### src/rtl/ownr_pkg.sv
package ownr_pkg;
  typedef enum logic [1:0] {
    OP_READ = 2'd0,
    OP_CLAIM = 2'd1,
    OP_WBACK = 2'd2,
    OP_RSVD = 2'd3
  } op_e;

  typedef enum logic [2:0] {
    RK_DATA = 3'd0,
    RK_ACK = 3'd1,
    RK_FWD_READ = 3'd2,
    RK_FWD_CLAIM = 3'd3,
    RK_MISS = 3'd4,
    RK_WB_DONE = 3'd5,
    RK_WB_STALE = 3'd6
  } rsp_e;
endpackage

### src/rtl/ownr_word_store.sv
module ownr_word_store #(
  parameter int DEPTH = 64,
  parameter int DATA_W = 32,
  localparam int AW = $clog2(DEPTH)
) (
  input  logic              clk,
  input  logic              we,
  input  logic [AW-1:0]     addr,
  input  logic [DATA_W-1:0] wdata,
  output logic [DATA_W-1:0] rdata
);
  // Distributed RAM: read is asynchronous so the next cycle sees the write.
  logic [DATA_W-1:0] mem [DEPTH];

  always_ff @(posedge clk) begin
    if (we) mem[addr] <= wdata;
  end

  assign rdata = mem[addr];
endmodule

### src/rtl/ownr_meta.sv
module ownr_meta #(
  parameter int LINES = 16,
  parameter int WPL = 4,
  localparam int NW = LINES * WPL,
  localparam int AW = $clog2(NW),
  localparam int LINE_W = $clog2(LINES)
) (
  input  logic              clk,
  input  logic              rst,
  input  logic [AW-1:0]     widx,
  input  logic [LINE_W-1:0] lidx,
  input  logic              own_set,
  input  logic              own_clr,
  input  logic              line_mark,
  output logic              owned,
  output logic              lvalid,
  output logic              ldirty
);
  logic [NW-1:0]    own_q;
  logic [LINES-1:0] val_q;
  logic [LINES-1:0] dty_q;

  always_ff @(posedge clk) begin
    if (rst) begin
      own_q <= '0;
      val_q <= '0;
      dty_q <= '0;
    end else begin
      if (own_set) own_q[widx] <= 1'b1;
      else if (own_clr) own_q[widx] <= 1'b0;
      if (line_mark) begin
        val_q[lidx] <= 1'b1;
        dty_q[lidx] <= 1'b1;
      end
    end
  end

  assign owned  = own_q[widx];
  assign lvalid = val_q[lidx];
  assign ldirty = dty_q[lidx];

  // a word is never claimed and released in the same cycle
  p_set_clr_excl_r9: assert property (@(posedge clk) disable iff (rst)
    !(own_set && own_clr));
endmodule

### src/rtl/ownr_decide.sv
module ownr_decide
  import ownr_pkg::*;
#(
  parameter int ID_W = 2,
  parameter int DATA_W = 32
) (
  input  logic              req_valid,
  input  op_e               op,
  input  logic [ID_W-1:0]   src,
  input  logic [DATA_W-1:0] wb_data,
  input  logic              owned,
  input  logic              lvalid,
  input  logic              ldirty,
  input  logic [DATA_W-1:0] stored,
  output logic              rsp_go,
  output rsp_e              kind,
  output logic [ID_W-1:0]   dst,
  output logic [DATA_W-1:0] data,
  output logic              dirty,
  output logic              store_we,
  output logic [DATA_W-1:0] store_wdata,
  output logic              own_set,
  output logic              own_clr,
  output logic              line_mark
);
  logic [ID_W-1:0] owner;
  logic            by_owner;

  assign owner    = stored[ID_W-1:0];
  assign by_owner = owned && (owner == src);

  always_comb begin
    rsp_go      = 1'b0;
    kind        = RK_MISS;
    dst         = src;
    data        = '0;
    dirty       = 1'b0;
    store_we    = 1'b0;
    store_wdata = DATA_W'(src);
    own_set     = 1'b0;
    own_clr     = 1'b0;
    line_mark   = 1'b0;
    if (req_valid) begin
      unique case (op)
        OP_READ: begin
          rsp_go = 1'b1;
          if (owned) begin
            kind = RK_FWD_READ;
            dst  = owner;
          end else if (lvalid) begin
            kind  = RK_DATA;
            data  = stored;
            dirty = ldirty;
          end else begin
            kind = RK_MISS;
          end
        end
        OP_CLAIM: begin
          rsp_go   = 1'b1;
          store_we = 1'b1;
          own_set  = 1'b1;
          if (!owned) begin
            kind = RK_ACK;
            data = stored;
          end else if (by_owner) begin
            kind = RK_ACK;
          end else begin
            kind = RK_FWD_CLAIM;
            dst  = owner;
          end
        end
        OP_WBACK: begin
          rsp_go = 1'b1;
          if (by_owner) begin
            kind        = RK_WB_DONE;
            store_we    = 1'b1;
            store_wdata = wb_data;
            own_clr     = 1'b1;
            line_mark   = 1'b1;
          end else begin
            kind = RK_WB_STALE;
          end
        end
        default: rsp_go = 1'b0;
      endcase
    end
  end
endmodule

### src/rtl/ownr_registry_bank.sv
module ownr_registry_bank
  import ownr_pkg::*;
#(
  parameter int NUM_L1 = 4,
  parameter int LINES = 16,
  parameter int WPL = 4,
  parameter int DATA_W = 32,
  localparam int ID_W = (NUM_L1 > 1) ? $clog2(NUM_L1) : 1,
  localparam int LINE_W = (LINES > 1) ? $clog2(LINES) : 1,
  localparam int WORD_W = (WPL > 1) ? $clog2(WPL) : 1,
  localparam int NW = LINES * WPL,
  localparam int AW = $clog2(NW)
) (
  input  logic              clk,
  input  logic              rst,
  input  logic              req_valid,
  input  logic [1:0]        req_op,
  input  logic [ID_W-1:0]   req_src,
  input  logic [LINE_W-1:0] req_line,
  input  logic [WORD_W-1:0] req_word,
  input  logic [DATA_W-1:0] req_data,
  output logic              rsp_valid,
  output logic [2:0]        rsp_kind,
  output logic [ID_W-1:0]   rsp_dst,
  output logic [ID_W-1:0]   rsp_req,
  output logic [DATA_W-1:0] rsp_data,
  output logic              rsp_dirty
);
  logic [AW-1:0]     widx;
  logic [DATA_W-1:0] stored;
  logic              owned, lvalid, ldirty;
  logic              rsp_go, store_we, own_set, own_clr, line_mark;
  rsp_e              kind;
  logic [ID_W-1:0]   dst;
  logic [DATA_W-1:0] data, store_wdata;
  logic              dirty;

  assign widx = AW'(req_line) * AW'(WPL) + AW'(req_word);

  ownr_word_store #(.DEPTH(NW), .DATA_W(DATA_W)) u_store (
    .clk(clk), .we(store_we), .addr(widx), .wdata(store_wdata), .rdata(stored)
  );

  ownr_meta #(.LINES(LINES), .WPL(WPL)) u_meta (
    .clk(clk), .rst(rst), .widx(widx), .lidx(req_line),
    .own_set(own_set), .own_clr(own_clr), .line_mark(line_mark),
    .owned(owned), .lvalid(lvalid), .ldirty(ldirty)
  );

  ownr_decide #(.ID_W(ID_W), .DATA_W(DATA_W)) u_decide (
    .req_valid(req_valid), .op(op_e'(req_op)), .src(req_src), .wb_data(req_data),
    .owned(owned), .lvalid(lvalid), .ldirty(ldirty), .stored(stored),
    .rsp_go(rsp_go), .kind(kind), .dst(dst), .data(data), .dirty(dirty),
    .store_we(store_we), .store_wdata(store_wdata),
    .own_set(own_set), .own_clr(own_clr), .line_mark(line_mark)
  );

  always_ff @(posedge clk) begin
    if (rst) begin
      rsp_valid <= 1'b0;
      rsp_kind  <= '0;
      rsp_dst   <= '0;
      rsp_req   <= '0;
      rsp_data  <= '0;
      rsp_dirty <= 1'b0;
    end else begin
      rsp_valid <= rsp_go;
      rsp_kind  <= kind;
      rsp_dst   <= dst;
      rsp_req   <= req_src;
      rsp_data  <= data;
      rsp_dirty <= dirty;
    end
  end

  // a response always follows a request one cycle earlier
  p_rsp_follows_req_r2: assert property (@(posedge clk) disable iff (rst)
    rsp_valid |-> $past(req_valid));
  // idle cycles never yield a response
  p_idle_silent_r2: assert property (@(posedge clk) disable iff (rst)
    !req_valid |=> !rsp_valid);
  // a forwarded claim always goes to a cache other than the claimer
  p_fwd_claim_other_r7: assert property (@(posedge clk) disable iff (rst)
    (rsp_valid && rsp_kind == RK_FWD_CLAIM) |-> (rsp_dst != rsp_req));
  // data answers go back to the cache that asked
  p_data_to_asker_r3: assert property (@(posedge clk) disable iff (rst)
    (rsp_valid && rsp_kind == RK_DATA) |-> (rsp_dst == $past(req_src)));
  // response kind is always a defined code
  p_kind_legal_r2: assert property (@(posedge clk) disable iff (rst)
    rsp_valid |-> (rsp_kind <= 3'd6));
endmodule

### config.mk
export PLATFORM = sky130hd
export DESIGN_NAME = ownr_registry_bank
export DESIGN_NICKNAME = d
export VERILOG_FILES = /design/src/rtl/ownr_pkg.sv /design/src/rtl/ownr_word_store.sv /design/src/rtl/ownr_meta.sv /design/src/rtl/ownr_decide.sv /design/src/rtl/ownr_registry_bank.sv
export SDC_FILE = /design/constraint.sdc
export NUM_CORES = 2
export LEC_CHECK = 0
export CORE_MARGIN = 1
export CORE_UTILIZATION = 50
export CTS_CLUSTER_DIAMETER = 100
export DETAILED_ROUTE_END_ITERATION = 8
export GPL_ROUTABILITY_DRIVEN = 0
export PLACE_DENSITY = 0.71
export SETUP_SLACK_MARGIN = 0.2
export SLEW_MARGIN = 15
export SYNTH_ARGS = -nofsm -noshare
export SYNTH_HDL_FRONTEND = slang
export SYNTH_SLANG_ARGS = --single-unit
### constraint.sdc
create_clock -name clk -period 15.2 [get_ports clk]
set_input_delay 3.8 -clock clk [delete_from_list [all_inputs] [get_ports clk]]
set_output_delay 3.8 -clock clk [all_outputs]
set_load 0.005 [all_outputs]
==> impl_summary.log <==
[metrics] outcome: complete, no violations
[metrics] share of Yosys cell area claimed by the top area cell type: 76.40%
[metrics] count of final setup violators: 0
[metrics] count of buffers from port buffering: 85
[metrics] leading post-synthesis cells by cell area: edfxtp_1, a22oi_1, dfxtp_1
[metrics] peak fanout along the critical path: 68
[metrics] post-CTS resize count: 0
[metrics] Via density: 6.964
[metrics] sum of met3 wire segment lengths after detailed routing: 31.94 mm
[metrics] post-synthesis sequential area ratio: 79.81%
[metrics] mapped cell area: 80490 um^2
[metrics] Fin Setup TNS: 0 ns
[metrics] internal power: 9.216 mW
[metrics] layout cell share with drive strength beyond 1: 13.70%
[metrics] Synth-to-Final Area Change: 13.30%
[metrics] effective utilization at floorplan: 50.59%
[metrics] Synth Register Bits: 2185
[metrics] crit path time final: 8.993 ns
[metrics] static power due to leakage: 31.00 nW
[metrics] Post CTS Setup Buffer Count: 0
[metrics] DR WL/cell: 34.86 um
[metrics] via count of the first global-routing pass: 44430
[metrics] max-cap viol count: 0
[metrics] Num Clock Sinks: 2185
[metrics] net count after synthesis: 4539
[metrics] endpoint type of the worst setup path: flip-flop
[metrics] average cell area after synthesis: 17.93 um^2
[metrics] TritonRoute pass-1 iters: 8
[metrics] antenna violations before repair: 12
[metrics] Die Span Y: 403.2 um
[metrics] worst slew margin relative to its limit: 5.303%
[metrics] CTS Hold Bufs: 0
[metrics] largest voltage drop on the vdd net: 129.4 uV
[metrics] combinational share of power: 2.3%
[metrics] Critical Path Source Type: primary input
[metrics] worst-case clock buffer depth: 3
[metrics] clock share of power: 41.9%
[metrics] Post-synth EDFFs: 2048
[metrics] Crit path buffers/inverters: 4
[metrics] Clock Latency Late Sink: 0.86 ns
[metrics] Synth Warn #: 0
[metrics] root buffer selected by CTS: clkbuf_16
[metrics] family with the most delay on the worst path: buffers and inverters
[metrics] Sequential Power Share: 55.8%
[metrics] post-layout net count: 4630
[metrics] Slew Limit Fails: 0
[metrics] largest net degree at the start of global routing: 115
[metrics] TritonCTS buffer count: 201
[metrics] standard-cell rows: 146
[metrics] period utilisation layout: 59.16%
[metrics] Clock H-tree levels: 4
[metrics] sequence of cells on the critical path: buf_4 > and3b_4 > buf_4 > a22oi_1 > a41oi_1 > a211o_1 > o31a_1 > o211a_4 > buf_4 > and2_2 > buf_4
[metrics] number of placed I/O pins: 86
[metrics] total net switching power: 2.409 mW
[metrics] global-route wire length before repair: 335.9 mm
[metrics] worst min path class: reg -> reg
[metrics] switching part of the total power: 20.72%
[metrics] RSZ-0062 raised after global routing: false
[metrics] kind of critical path: in -> reg
[metrics] power density over the cells: 127.5 nW/um^2
[metrics] wire length the detailed router placed on met1: 87.29 mm
[metrics] top cell type by total area after synthesis: edfxtp_1
[metrics] proportion of register bits with asynchronous set or reset after synthesis: 0%
[metrics] number of unique standard cell types used by synthesis: 68
[metrics] Clock transition at path regs: 0.06 ns
[metrics] gr ovfl total: 0
[metrics] total met2 wirelength after detailed routing: 110.4 mm
[metrics] Required @ worst endpoint: 15.70 ns
[metrics] width of the die: 403.2 um
[metrics] Syn Inst Count: 4489
[metrics] TritonCTS clock tree: yes
[metrics] remaining antenna violation count after routing: 0
[metrics] Main synth FF type: edfxtp_1
[metrics] die area: 162600 um^2
[metrics] All-Layer GR Usage: 29.08%
[metrics] routed vias: 48120
[metrics] slowest cell on the critical path: and3b_4
[metrics] top sig layer: met5
[metrics] core outline area: 159100 um^2
[metrics] top achievable clock speed: 111.2 MHz
[metrics] Worst Hold Margin: 0.4671 ns
[metrics] remaining design rule violation count: 0
[metrics] number of hold-slack violations in the final timing report: 0
[metrics] Least-Margin Pin Slew: 1.402 ns
[metrics] overall routed net length: 240.9 mm
[metrics] placed wire-length estimate after detailed placement: 135.6 mm
[metrics] number of violations reported at the end of detailed-routing iteration 0: 7789
[metrics] stage delay of the slowest cell on the critical path: 0.73 ns
[metrics] library cell appearing most often on the critical path: buf_4
[metrics] Final Skew: 0.05441 ns
[metrics] WP data arrival: 9.50 ns
[worst min-delay path: cells and delay by family, from the launching register on]
family          cells  cell delay [ns]
compound gates      1             0.07
flops               1             0.30
buf+inv             1             0.05
[state kept, by name, summed over array words and instances, names as in the netlist, named ones only]
name          flops
u_store.mem    2048
rsp_data         32
u_meta.dty_q     16
u_meta.val_q     16
rsp_kind          3
rsp_dst           2
rsp_req           2
rsp_dirty         1
rsp_valid         1
[layout make-up]
class	count	area (um^2)
Fill cell	11550	67920
Sequential cell	2185	64240
Multi-Input combinational cell	1911	15690
Clock buffer	251	5291
Tap cell	2146	2685
Timing Repair Buffer	239	2079
Clock inverter	123	1015
Inverter	42	157.7
Antenna cell	13	32.53
[through the flow]
step | cells | utilization, % | cell area (um^2) | power [mW] | setup WS (ns)
after floorplan | 4489 | - | 80490 | 6.746 | 6.298
after CTS | 6897 | 57.29 | 91150 | 11.63 | 6.439
after global routing | 6897 | 57.30 | 91160 | 11.86 | 6.166
after detailed placement | 6523 | 53.32 | 84840 | 6.870 | 5.557
final | 6910 | 57.32 | 91200 | 11.62 | 6.207
after global placement | 6523 | 53.32 | 84840 | 6.869 | 5.598
[layout by cell type (no fill, tap or decap), types with 17 or more instances in the layout]
master	Yosys	final
a21oi_1	92	92
a31oi_1	103	100
inv_1	40	40
a22oi_1	733	733
nand3_1	17	17
clkinv_2	0	31
clkbuf_16	0	204
clkdlybuf4s50_1	0	80
edfxtp_1	2048	2048
a22o_1	119	119
nand2_1	34	26
buf_4	4	151
nand4_1	46	46
a221oi_1	123	123
a211oi_4	0	64
o211ai_1	21	21
a211oi_2	40	40
nor4_1	47	46
nor2_1	42	42
dfxtp_1	137	137
clkinv_1	2	56
o22ai_1	37	37
a311oi_1	20	20
nor3_1	47	46
clkbuf_1	257	46
mux4_2	40	40
and2_2	0	21
a41oi_1	105	103
[cells in the mapped netlist, drive strengths merged, types with 3 or more instances]
| cell | count |
|---|---|
| o22ai | 37 |
| ha | 5 |
| nand3 | 17 |
| or3b | 3 |
| buf | 94 |
| or3 | 11 |
| o22a | 3 |
| mux2i | 5 |
| edfxtp | 2048 |
| a221o | 3 |
| mux4 | 40 |
| and3b | 8 |
| or4 | 5 |
| nor3 | 47 |
| nor3b | 6 |
| nor4 | 48 |
| nand3b | 7 |
| a211oi | 110 |
| nor2b | 7 |
| nor4bb | 3 |
| clkbuf | 257 |
| nand2 | 34 |
| a31oi | 103 |
| and2 | 35 |
| and3 | 5 |
| a22oi | 733 |
| a311oi | 20 |
| inv | 40 |
| nor2 | 42 |
| o21ai | 15 |
| a221oi | 123 |
| mux2 | 11 |
| a21oi | 92 |
| o211ai | 22 |
| a41oi | 105 |
| nand4 | 46 |
| o2111ai | 3 |
| a211o | 3 |
| dfxtp | 137 |
| nand2b | 12 |
| a22o | 119 |
[metal layers]
| layer | up-vias | GRT usage [%] |
|---|---|---|
| li1 | 19200 | - |
| met4 | 10 | 12.59 |
| met3 | 519 | 8.000 |
| met2 | 3877 | 44.12 |
| met5 | - | 0 |
| met1 | 24510 | 39.63 |
[cells by family (layout without fill, tap and decap cells)]
family / after synthesis / in the layout / synth area share (%)
flops: 2185 / 2185 / 79.81
compound gates: 1505 / 1505 / 14.37
buf+inv: 393 / 655 / 1.948
simple gates: 345 / 345 / 2.461
mux: 56 / 56 / 1.335
fa+ha+maj: 5 / 5 / 0.07772
other cells: 0 / 13 / 0
[power groups by stage]
stage / registers (mW) / clock network (mW) / logic [mW]
finish: 6.49 / 4.88 / 0.262
global route: 6.48 / 5.11 / 0.266
CTS: 6.49 / 4.89 / 0.255
detailed placement: 6.62 / 0 / 0.254
global placement: 6.62 / 0 / 0.253
floorplan: 6.62 / 0 / 0.130
[path summary, 6_finish.rpt]
path	startpoint	to	slack [ns]	depth (start not counted)
setup reg to reg	u_store.mem[54][1]	u_store.mem[32][30]	10.10	9
hold reg to reg	u_meta.val_q[14]	u_meta.val_q[14]	0.47	2
setup / recovery	req_word[0]	u_store.mem[32][30]	6.21	11
hold / removal	u_meta.val_q[14]	u_meta.val_q[14]	0.47	2
(Power assumes the default switching activity.)
